`src/rtl/pp_fifo_pkg.sv`:
```
package pp_fifo_pkg;
  localparam int unsigned NUM_BANKS = 2;

  typedef enum logic {
    HALF_LO = 1'b0,
    HALF_HI = 1'b1
  } half_e;
endpackage

```
`src/rtl/ppf_addr_map.sv`:
```
// Maps a circular word pointer to a bank and an in-bank address.
// Groups of 2^GRP_LG words alternate between the two banks.
module ppf_addr_map #(
  parameter int unsigned AW     = 17,
  parameter int unsigned GRP_LG = 2
) (
  input  logic [AW:0]   ptr,
  output logic          bank,
  output logic [AW-1:0] addr
);
  assign bank = ptr[GRP_LG];
  assign addr = {ptr[AW:GRP_LG+1], ptr[GRP_LG-1:0]};
endmodule

```
`src/rtl/ppf_occupancy.sv`:
```
// Word occupancy counter driving the full and empty flags.
module ppf_occupancy #(
  parameter int unsigned AW = 17
) (
  input  logic clk,
  input  logic rst,
  input  logic inc,
  input  logic dec,
  output logic full,
  output logic empty
);
  localparam int unsigned CW = AW + 2;
  localparam logic [CW-1:0] TOTAL = CW'(1) << (AW + 1);

  logic [CW-1:0] count;

  always_ff @(posedge clk) begin
    if (rst) begin
      count <= '0;
    end else begin
      case ({inc, dec})
        2'b10:   count <= count + 1'b1;
        2'b01:   count <= count - 1'b1;
        default: count <= count;
      endcase
    end
  end

  assign full  = (count == TOTAL);
  assign empty = (count == '0);
endmodule

```
`src/rtl/ppf_splitter.sv`:
```
// Holds one word and presents it as two dwords, low half first.
module ppf_splitter
  import pp_fifo_pkg::*;
#(
  parameter int unsigned WW = 64
) (
  input  logic            clk,
  input  logic            rst,
  input  logic            load,
  input  logic [WW-1:0]   load_word,
  input  logic            ready,
  output logic            out_valid,
  output logic [WW/2-1:0] out_data,
  output logic            done
);
  localparam int unsigned HW = WW / 2;

  half_e          half;
  logic [HW-1:0]  hi_q;

  always_ff @(posedge clk) begin
    if (rst) begin
      out_valid <= 1'b0;
      half      <= HALF_LO;
      out_data  <= '0;
      hi_q      <= '0;
    end else if (load) begin
      out_valid <= 1'b1;
      half      <= HALF_LO;
      out_data  <= load_word[HW-1:0];
      hi_q      <= load_word[WW-1:HW];
    end else if (out_valid && ready) begin
      if (half == HALF_LO) begin
        out_data <= hi_q;
        half     <= HALF_HI;
      end else begin
        out_valid <= 1'b0;
      end
    end
  end

  assign done = out_valid && ready && (half == HALF_HI);
endmodule

```
`src/rtl/pp_sram_fifo.sv`:
```
// Two-bank striped SRAM FIFO controller.
module pp_sram_fifo
  import pp_fifo_pkg::*;
#(
  parameter int unsigned WORD_W  = 64,
  parameter int unsigned BANK_AW = 17,
  parameter int unsigned GRP_LG  = 2
) (
  input  logic                          clk,
  input  logic                          rst,
  input  logic                          wr_valid,
  input  logic [WORD_W-1:0]             wr_data,
  input  logic                          dw_ready,
  output logic                          dw_valid,
  output logic [WORD_W/2-1:0]           dw_data,
  output logic                          full,
  output logic                          empty,
  output logic                          overflow,
  output logic [NUM_BANKS-1:0]          sram_en,
  output logic [NUM_BANKS-1:0]          sram_we,
  output logic [NUM_BANKS*BANK_AW-1:0]  sram_addr,
  output logic [NUM_BANKS*WORD_W-1:0]   sram_wdata,
  input  logic [NUM_BANKS*WORD_W-1:0]   sram_rdata
);
  localparam int unsigned PW = BANK_AW + 1;

  logic [PW-1:0]      wr_ptr, rd_ptr;
  logic               wr_bank, rd_bank;
  logic [BANK_AW-1:0] wr_addr, rd_addr;
  logic               wr_go, rd_go, busy, split_done;
  logic               rd_s1, rd_s2, rd_b1, rd_b2;
  logic [WORD_W-1:0]  cap_word;

  ppf_addr_map #(.AW(BANK_AW), .GRP_LG(GRP_LG)) u_wmap (
    .ptr(wr_ptr), .bank(wr_bank), .addr(wr_addr)
  );
  ppf_addr_map #(.AW(BANK_AW), .GRP_LG(GRP_LG)) u_rmap (
    .ptr(rd_ptr), .bank(rd_bank), .addr(rd_addr)
  );

  ppf_occupancy #(.AW(BANK_AW)) u_occ (
    .clk(clk), .rst(rst), .inc(wr_go), .dec(rd_go), .full(full), .empty(empty)
  );

  // Write wins a bank clash; the read retries next cycle.
  assign wr_go = wr_valid && !full;
  assign rd_go = !empty && !busy && !(wr_go && (wr_bank == rd_bank));

  always_ff @(posedge clk) begin
    if (rst) begin
      wr_ptr   <= '0;
      rd_ptr   <= '0;
      busy     <= 1'b0;
      overflow <= 1'b0;
    end else begin
      if (wr_go) wr_ptr <= wr_ptr + 1'b1;
      if (rd_go) rd_ptr <= rd_ptr + 1'b1;
      if (rd_go)           busy <= 1'b1;
      else if (split_done) busy <= 1'b0;
      if (wr_valid && full) overflow <= 1'b1;
    end
  end

  // Registered SRAM command, one port per bank.
  always_ff @(posedge clk) begin
    for (int b = 0; b < NUM_BANKS; b++) begin
      if (rst) begin
        sram_en[b] <= 1'b0;
        sram_we[b] <= 1'b0;
      end else begin
        sram_en[b] <= (wr_go && (wr_bank == b[0])) || (rd_go && (rd_bank == b[0]));
        sram_we[b] <= wr_go && (wr_bank == b[0]);
      end
      sram_addr[b*BANK_AW +: BANK_AW] <= (wr_go && (wr_bank == b[0])) ? wr_addr : rd_addr;
      sram_wdata[b*WORD_W +: WORD_W]  <= wr_data;
    end
  end

  // Read return pipeline: command registered, SRAM answers, data captured.
  always_ff @(posedge clk) begin
    if (rst) begin
      rd_s1 <= 1'b0;
      rd_s2 <= 1'b0;
      rd_b1 <= 1'b0;
      rd_b2 <= 1'b0;
    end else begin
      rd_s1 <= rd_go;
      rd_b1 <= rd_bank;
      rd_s2 <= rd_s1;
      rd_b2 <= rd_b1;
    end
  end

  assign cap_word = rd_b2 ? sram_rdata[WORD_W +: WORD_W] : sram_rdata[0 +: WORD_W];

  ppf_splitter #(.WW(WORD_W)) u_split (
    .clk(clk), .rst(rst), .load(rd_s2), .load_word(cap_word), .ready(dw_ready),
    .out_valid(dw_valid), .out_data(dw_data), .done(split_done)
  );
endmodule

```
`config.mk`:
```
export PLATFORM = sky130hd
export DESIGN_NAME = pp_sram_fifo
export DESIGN_NICKNAME = d
export VERILOG_FILES = /design/src/rtl/pp_fifo_pkg.sv /design/src/rtl/ppf_addr_map.sv /design/src/rtl/ppf_occupancy.sv /design/src/rtl/ppf_splitter.sv /design/src/rtl/pp_sram_fifo.sv
export SDC_FILE = /design/constraint.sdc
export NUM_CORES = 1
export LEC_CHECK = 0
export BUFFER_PORTS_ARGS = -buffer_cell sky130_fd_sc_hd__clkbuf_2
export CAP_MARGIN = 40
export CELL_PAD_IN_SITES_DETAIL_PLACEMENT = 0
export CELL_PAD_IN_SITES_GLOBAL_PLACEMENT = 1
export CORE_MARGIN = 4
export CORE_UTILIZATION = 40
export DETAILED_ROUTE_END_ITERATION = 12
export HOLD_SLACK_MARGIN = 0.15
export MAX_ROUTING_LAYER = met4
export PLACE_DENSITY_LB_ADDON = 0.2
export SLEW_MARGIN = 25
export SYNTH_ARGS = -nofsm -noshare
export SYNTH_HDL_FRONTEND = slang
export SYNTH_HIERARCHICAL = 1
export SYNTH_SLANG_ARGS = --single-unit
```
`constraint.sdc`:
```
create_clock -name clk -period 8.62 [get_ports clk]
set_clock_uncertainty 0.2 [all_clocks]
set_input_delay 0.431 -clock clk [delete_from_list [all_inputs] [get_ports clk]]
set_output_delay 0.431 -clock clk [all_outputs]
set_load 0.01 [all_outputs]
```
==> metrics.txt <==
Die Span X=174 µm; largest stage delay on the critical path=510 ps; clock-pin slew on the worst setup and hold paths=60 ps; unrepaired setup endpoints after global routing=false; FF/Latch Area=4590 µm²; CP max FO=60; Post-synth EDFFs=0; drt total wl=32600 µm; status=complete, no violations; fillers=2463; largest family of logic cells by synthesized area=multiplexers; post-synthesis instance total=1079; XOR/XNOR Fraction of Synth Area=2.37%; Final setup viols=0; Crit-path slowest cell=o22ai_1; Yosys warning count=6; initial antenna violation count=0; Netlist cell types=77; FFs w/ async S/R, synth=0%; RD Place Congestion=0.884; WHS=205 ps; DR pass1 iterations=5; setup TNS=0 ps; critical path's most frequent cell=ha_1; Routed WL per cell=17.5 µm; fin. max-slew vios=0; post-CTS setup repair buffer count=0; power density over cell area=241 nW/µm²; DIE AREA=30400 µm²; Resized cells post-CTS=0; startpoint type of the worst setup path=flip-flop; total gr overflow=0; post-route ant nets=0; MaxCap Viol Count=0; Synth Flop Type=dfxtp_1; via count=9145; DR vias/cell=4.92; synthesized net count=1280; Hold Vio Cnt, Final=0; Mapped Avg Cell Area=10.2 µm²; fin nets=1672; Buf/Inv on CP=2; cell area after synthesis=11100 µm²; crit path kind=flip-flop to flip-flop; Sink Count=229; # H-tree levels=1; Worst-Margin Slew=819 ps; multiplexer area fraction after synthesis=18.5%; Synth Area in Adders=0.566%; Initial DRC Count=517; LEAKAGE=6.31 nW; register bit total from synthesis=229; Simple-Gate Fraction of Synth Area=11.7%; share of layout cells above drive strength 1=44.3%; WP data required=8830 ps; crit-path leading delay family=simple AND/OR/NAND/NOR gates; Ports=398; Max transition margin=45.4%; initial core utilization=40.8%; Area after DPL=12500 µm²; Clock Latency Late Sink=520 ps; Area Growth Syn to Fin=32.7%; first-pass GRT wire length=50400 µm; core region area=27100 µm²; fin crit share=62.5%; pin count of the biggest net entering global routing=65; CTS Buf Count=26; CP Capture Type=flip-flop; ant diodes=0; hold crit path type=primary input to flip-flop; Fmax=0.186 GHz; GRT Util Overall=20.9%; DIE HEIGHT=174 µm; crit-path cells=or3_1 -> nor4_1 -> nand4_1 -> nor2_1 -> nand2b_2 -> o21ai_1 -> inv_1 -> ha_1 -> buf_4 -> xor2_1 -> ha_1 -> a21boi_0 -> o22ai_1 -> o32ai_1 -> a21boi_1 -> mux2i_1 -> mux2_2; post-route design area=14700 µm²; maximum clock path buffer count=3; DRC violations left=0; row cnt=60; commonest non-fill, non-tap cell in the layout=clkbuf_2; sequential cell area fraction in the yosys report=41.5%; multi-input logic area=5190 µm²; Worst Path Arrival=5600 ps; hpwl dp=23500 µm; most frequent cells in the layout=396 x clkbuf_2, 227 x dfxtp_1, 130 x dlygate4sd3_1; Max VDD drop=0.143 mV; Design Power=0.00354 W; clock root buffer=clkbuf_16; Compound-Gate Fraction of Synth Area=13.8%; Port Buffer Count=397; minimum clock period=5390 ps; number of global-route vias before repair=8848; CTS tree=done; cts hold-fix bufs=130
==> cells in the mapped netlist (4+ instances only) <==
| cell type | number | area, µm² |
|---|---|---|
| mux2_2 | 108 | 1220 |
| a21oi_1 | 43 | 215 |
| a21o_1 | 4 | 30.0 |
| nor3_1 | 7 | 35.0 |
| mux2i_1 | 40 | 400 |
| a211oi_1 | 6 | 45.0 |
| a21oi_2 | 29 | 254 |
| xnor2_1 | 14 | 123 |
| buf_2 | 27 | 135 |
| a22oi_1 | 5 | 37.5 |
| or4_1 | 15 | 113 |
| nor2b_1 | 9 | 56.3 |
| nor2_1 | 117 | 439 |
| buf_6 | 9 | 101 |
| mux2_4 | 28 | 420 |
| or3_1 | 19 | 119 |
| o31a_1 | 4 | 35.0 |
| nand2b_1 | 7 | 43.8 |
| nor4_1 | 8 | 50.1 |
| o21ai_0 | 22 | 110 |
| clkbuf_1 | 26 | 97.6 |
| dfxtp_1 | 229 | 4580 |
| o211ai_1 | 4 | 30.0 |
| nand2_1 | 18 | 67.6 |
| and4_1 | 4 | 35.0 |
| buf_4 | 107 | 803 |
| o31ai_1 | 13 | 97.6 |
| buf_1 | 4 | 15.0 |
| inv_1 | 15 | 56.3 |
| xor2_1 | 14 | 123 |
| ha_1 | 5 | 62.6 |
| nand3_1 | 9 | 45.0 |
| nand4_1 | 8 | 50.1 |
| nand3b_1 | 8 | 60.1 |
| a211oi_2 | 29 | 363 |
==> state kept, by name, summed over array words and instances (netlist names), 2 cells and up <==
signal / flops
u_split/out_data: 32
u_split/hi_q: 32
rd_ptr: 18
sram_en: 2
u_occ/count: 19
sram_wdata: 64
sram_we: 2
sram_addr: 34
wr_ptr: 18
==> stage by stage <==
| step | setup slack (ps) | cells | utilization (%) |
|---|---|---|---|
| floorplan | 3500 | 1079 | - |
| global placement | 3410 | 1678 | 45.6 |
| detailed placement | 3270 | 1683 | 46.0 |
| CTS | 3260 | 1857 | 54.1 |
| global route | 2770 | 1859 | 54.1 |
| finish | 3230 | 1859 | 54.1 |
==> path summary, 6_finish.rpt <==
kind                            slack, ps      startpoint              end  cells after the start
worst max-delay path                 3230  u_occ/count[5]  u_occ/count[14]                     17
worst min register to register        240           rd_b1            rd_b2                      1
worst max register to register       3230  u_occ/count[5]  u_occ/count[14]                     17
worst min-delay path                  200             rst        wr_ptr[3]                      2
==> layer usage <==
layer | GRT usage, % | wire, µm | vias up
li1 | - | - | 4510
met1 | 28.2 | 15200 | 4355
met2 | 32.9 | 15100 | 237
met3 | 4.26 | 1820 | 43
met4 | 3.93 | 535 | 0
met5 | - | 0 | -
==> worst register-to-register path: cells and delay by family, from the launching register on <==
family	cells	cell delay [ps]
AO/OA/AOI/OAI	5	1360
XOR/XNOR	1	150
adder cells (fa/ha/maj)	2	380
buffers and inverters	2	600
flip-flops	1	410
multiplexers	2	560
AND/OR/NAND/NOR	5	1640
==> kinds of logic after synthesis <==
| kind of cell | after synthesis |
|---|---|
| fa+ha+maj | 5 |
| compound gates | 196 |
| simple gates | 250 |
| flops | 229 |
| xor+xnor | 29 |
| buf+inv | 193 |
| mux | 177 |
==> power by group <==
part	internal (W)	switching, W
Clock	0.000691	0.000439
Sequential	0.00119	0.000146
Combinational	0.000513	0.000561
Total	0.00239	0.00115
==> final cells by class <==
type                    instances  share of cell area [%]
multi-input cells             657                    35.4
flip-flops and latches        229                    31.3
repair buffers                540                    23.7
clock buffers                  32                    5.01
well taps                     372                    3.17
clock inverters                12                    1.01
inverters                      17                   0.435
No activity file was read; power rests on OpenSTA's default activity.
